`src/rtl/elapsed_timer.sv`:
```
module elapsed_timer #(
  parameter int TICK_DIV = 1000000,
  parameter int WRAP_AT  = 60,
  parameter int CW       = 6
) (
  input  logic          clk,
  input  logic          rst_n,
  input  logic          run,
  output logic [CW-1:0] sec_o,
  output logic [CW-1:0] min_o,
  output logic          sec_tick_o,
  output logic          min_tick_o
);
  localparam int PW = (TICK_DIV > 1) ? $clog2(TICK_DIV) : 1;
  localparam logic [PW-1:0] PRE_LAST = PW'(TICK_DIV - 1);
  localparam logic [CW-1:0] CNT_LAST = CW'(WRAP_AT - 1);

  logic [PW-1:0] pre_q;
  logic [CW-1:0] sec_q, min_q;
  logic          tick_q, wrap_q;

  wire pre_end = (pre_q == PRE_LAST);
  wire sec_en  = run & tick_q;
  wire min_en  = run & wrap_q;
  wire sec_end = (sec_q == CNT_LAST);

  always_ff @(posedge clk or negedge rst_n) begin
    if (!rst_n) begin
      pre_q  <= '0;
      tick_q <= 1'b0;
    end else if (run) begin
      pre_q  <= pre_end ? '0 : pre_q + 1'b1;
      tick_q <= pre_end;
    end
  end

  always_ff @(posedge clk or negedge rst_n) begin
    if (!rst_n) begin
      sec_q  <= '0;
      wrap_q <= 1'b0;
    end else if (run) begin
      if (sec_en) sec_q <= sec_end ? '0 : sec_q + 1'b1;
      wrap_q <= sec_en & sec_end;
    end
  end

  always_ff @(posedge clk or negedge rst_n) begin
    if (!rst_n)      min_q <= '0;
    else if (min_en) min_q <= (min_q == CNT_LAST) ? '0 : min_q + 1'b1;
  end

  assign sec_o      = sec_q;
  assign min_o      = min_q;
  assign sec_tick_o = tick_q;
  assign min_tick_o = wrap_q;

  initial begin
    if (TICK_DIV < 2) $error("TICK_DIV must be at least 2");
  end

  p_sec_range_r7: assert property (@(posedge clk) disable iff (!rst_n)
    sec_q < CW'(WRAP_AT));
  p_min_range_r7: assert property (@(posedge clk) disable iff (!rst_n)
    min_q < CW'(WRAP_AT));
  p_hold_r5: assert property (@(posedge clk) disable iff (!rst_n)
    !run |=> ($stable(sec_q) && $stable(min_q) && $stable(tick_q) && $stable(wrap_q) && $stable(pre_q)));
  p_sec_step_r3: assert property (@(posedge clk) disable iff (!rst_n)
    (tick_q && run) |=> (sec_q == (($past(sec_q) == CNT_LAST) ? '0 : $past(sec_q) + 1'b1)));
  p_sec_still_r3: assert property (@(posedge clk) disable iff (!rst_n)
    !(tick_q && run) |=> $stable(sec_q));
  p_min_still_r4: assert property (@(posedge clk) disable iff (!rst_n)
    !(wrap_q && run) |=> $stable(min_q));
  p_wrap_src_r4: assert property (@(posedge clk) disable iff (!rst_n)
    $rose(wrap_q) |-> (sec_q == '0 && $past(sec_q) == CNT_LAST));
  p_tick_pulse_r6: assert property (@(posedge clk) disable iff (!rst_n)
    (tick_q && run) |=> !tick_q);
  p_wrap_pulse_r6: assert property (@(posedge clk) disable iff (!rst_n)
    (wrap_q && run) |=> !wrap_q);
endmodule

```
`config.mk`:
```
export PLATFORM = sky130hd
export DESIGN_NAME = elapsed_timer
export DESIGN_NICKNAME = d
export VERILOG_FILES = /design/src/rtl/elapsed_timer.sv
export SDC_FILE = /design/constraint.sdc
export NUM_CORES = 1
export LEC_CHECK = 0
export BUFFER_PORTS_ARGS = -buffer_cell sky130_fd_sc_hd__buf_4
export CAP_MARGIN = 15
export CORE_ASPECT_RATIO = 0.6
export CORE_MARGIN = 1
export CORE_UTILIZATION = 45
export DETAILED_ROUTE_END_ITERATION = 10
export GPL_TIMING_DRIVEN = 1
export SYNTH_ARGS = -nofsm -noshare
export SYNTH_HDL_FRONTEND = slang
export SYNTH_SLANG_ARGS = --single-unit
```
`constraint.sdc`:
```
create_clock -name clk -period 1.9 [get_ports clk]
set_input_delay 0.38 -clock clk [delete_from_list [all_inputs] [get_ports clk]]
set_output_delay 0.38 -clock clk [all_outputs]
set_load 0.005 [all_outputs]
```
==> summary.md <==
| Metric | Value |
|---|---|
| CP required | 2100 ps |
| Adder-cell area share of the yosys netlist | 2.185% |
| Rows | 16 |
| Combinational Power Share | 8.5% |
| Synth top area share | 49.53% |
| DP HPWL | 2497 um |
| IO buf count | 16 |
| DRC | 0 |
| Yosys cell types | 36 |
| Worst Setup End Kind | flop |
| H-tree Lvls | 2 |
| Chip Height | 49.86 um |
| Final Instance Area | 1986 um2 |
| Worst-Margin Slew | 441.3 ps |
| CTS tree | built |
| Worst slew margin | 70.35% |
| Core box area | 3443 um2 |
| Share of cells above drive strength 1 | 20.83% |
| Unrepaired setup endpoints after global routing | no |
| I/O Pins | 17 |
| WS Path Type | reg2reg |
| Cts hold-fix bufs | 0 |
| Clock transition at path regs | 70 ps |
| Final Skew | 7.782 ps |
| Total number of vias | 1262 |
| Total power draw | 1.507 mW |
| PostCTS Resize Cnt | 0 |
| Psw | 381.7 uW |
| Endpoints failing hold | 0 |
| Drt pass-1 iters | 4 |
| Final period util | 88.97% |
| Most instantiated cells after synthesis | dfrtp_1, nand2_1, nor2_1, xor2_1 |
| Flop pwr share | 55.7% |
| Initial DRC Count | 109 |
| Asr flop ratio synth | 100.0% |
| Register Area | 850.8 um2 |
| Pwr Density | 758.8 nW/um2 |
| Final #Nets | 197 |
| Worst skew pair latency | 280 ps |
| Fmax | 591.6 MHz |
| Post-CTS Repair Setup Buffers | 0 |
| TNS Setup | 0 ps |
| Register bit total from synthesis | 34 |
| Root buf cell | clkbuf_8 |
| Status | finished clean |
| Setup crit start kind | flop |
| Synth-to-Final Area Change | 15.59% |
| Setup ws final | 209.5 ps |
| Yosys warning total | 0 |
| Mapped Avg Cell Area | 10.17 um2 |
| Largest net degree at the start of global routing | 35 |
| Post-Place Cell Area | 1894 um2 |
| Slew Limit Fails | 0 |
| Number of diodes | 0 |
| Area taken by multi-input logic gates | 825.8 um2 |
| First-pass GRT wire length | 5637 um |
| DIE AREA | 4077 um2 |
| Yosys top cell by area | dfrtp_1 |
| Routability Congestion | 0.8319 |
| Vias in the first global route | 1117 |
| Largest family of logic cells by synthesized area | simple AND/OR/NAND/NOR gates |
| Compound-Gate Fraction of Synth Area | 6.336% |
| Simple-gate share of the synthesized area | 27.39% |
| Pleak | 0.9341 nW |
| WL/cell | 14.15 um |
| Hold Path Class | in2async |
| Global-route usage over all layers | 19.20% |
| Setup violators final | 0 |
| Routed wire length | 3353 um |
| Mux cell area share after synthesis | 1.966% |
| Total grt overflow | 0 |
| Internal Power | 1.125 mW |
| Clock power frac | 35.7% |
| Sequential share of the synthesized area | 49.53% |
| CTS buffer count | 5 |
| Fin crit period | 1690 ps |
| Sw frac | 25.34% |
| VDD IR max | 0.5243 mV |
| Max_cap viols | 0 |
| Clock sink total | 34 |
| Post-synth EDFFs | 0 |
| Worst EP arrival | 1890 ps |
| Clock Tree Buf Depth | 2 |
| Synth Area in XOR/XNOR | 10.20% |
| Mapped cell area | 1718 um2 |
| Initial antenna violation count | 0 |
| Most frequent cell after synthesis | dfrtp_1 |
| Post-Syn Instances | 169 |
| Chip Width | 81.77 um |
| Effective utilization at floorplan | 49.89% |
| Post-route ant nets | 0 |
| Post-synth top flop | dfrtp_1 |
| Syn nets | 175 |
| Crit-path max FO | 6 |
| Fillers | 304 |
| Pre-CTS setup slack | 207.3 ps |
| Via/cell ratio | 5.325 |
| Largest cells by area after synthesis | dfrtp_1, xor2_1, xnor2_1 |
## kinds of logic after synthesis
kind of cell,after synthesis
AOI/OAI and AO/OA,18
xor gates and xnor gates,20
adders and majority gates,3
buffers and inverters,7
DFF,34
muxes,3
and+or+nand+nor,84
## flip-flops by register name, indices dropped and copies added (netlist names)
| register | cells |
|---|---|
| min_o | 6 |
| min_tick_o | 1 |
| pre_q | 20 |
| sec_o | 6 |
| sec_tick_o | 1 |
## cells in the final DEF (no fill, tap or decap), types with 2 or more instances in the layout
cell type  synthesis  final
dfrtp_1           34     34
buf_4              1     21
nand2_1           18     18
nor2_1            18     18
xor2_1            11     11
nand3_1           10     10
nand4_1           10     10
o21ai_0           10     10
xnor2_1            9      9
and3_1             7      7
clkbuf_8           0      6
nor3_1             4      4
mux2_2             3      3
ha_1               3      3
o31ai_1            2      2
or4_4              2      2
nor4_1             2      2
a21oi_2            2      2
and2_1             2      2
a21oi_1            2      2
## layer usage
| metal | up-vias | global-route usage (%) | wire length (um) | share of wire [%] |
|---|---|---|---|---|
| li1 | 637 | - | - | - |
| met3 | 0 | 6.667 | 179 | 5.3 |
| met4 | 0 | 3.509 | 0 | 0 |
| met1 | 599 | 33.37 | 1977 | 59 |
| met5 | - | 0 | 0 | 0 |
| met2 | 26 | 21.21 | 1196 | 36 |
## layout make-up
cell class                      count  share of cell area (%)
Clock inverter                      1                  0.2520
Tap cell                           45                   2.836
Multi-Input combinational cell    128                   41.59
Inverter                            1                  0.1890
Timing Repair Buffer               21                   7.940
Clock buffer                        7                   4.348
Sequential cell                    34                   42.85
## stage by stage
| step | hold WS [ps] | instances | util (%) |
|---|---|---|---|
| 6_report | 38.22 | 237 | 57.67 |
| 5_1_grt | 61.49 | 237 | 57.67 |
| 4_1_cts | 46.69 | 237 | 57.67 |
| 3_5_place_dp | 357.4 | 229 | 55.01 |
| 3_3_place_gp | 347.2 | 229 | 55.01 |
| 2_1_floorplan | 84.41 | 169 | - |
## worst max-delay path, cell delays in order (launching register included)
cell and delay [ps]:
dfrtp_1 430, and4_1 380, nand3_4 130, or4_4 530, a21oi_2 150
## power by group through the flow
stage	Sequential [mW]	Clock, mW	Combinational, mW
2_1_floorplan	0.837	0	0.0959
3_3_place_gp	0.848	0	0.125
3_5_place_dp	0.851	0	0.130
4_1_cts	0.838	0.567	0.130
5_1_grt	0.845	0.602	0.143
6_report	0.840	0.539	0.128
## worst paths after layout
| check | depth (start not counted) | slack [ps] | from | end |
|---|---|---|---|---|
| max | 4 | 210 | pre_q[2] | pre_q[16] |
| min | 1 | 40 | rst_n | sec_o[0] |
| max reg2reg | 4 | 210 | pre_q[2] | pre_q[16] |
| min reg2reg | 1 | 510 | pre_q[15] | pre_q[15] |
| max in group asynchronous | 1 | 1560 | rst_n | pre_q[3] |
| min in group clk | 2 | 400 | run | sec_tick_o |
No activity file was read; power rests on OpenSTA's default activity.
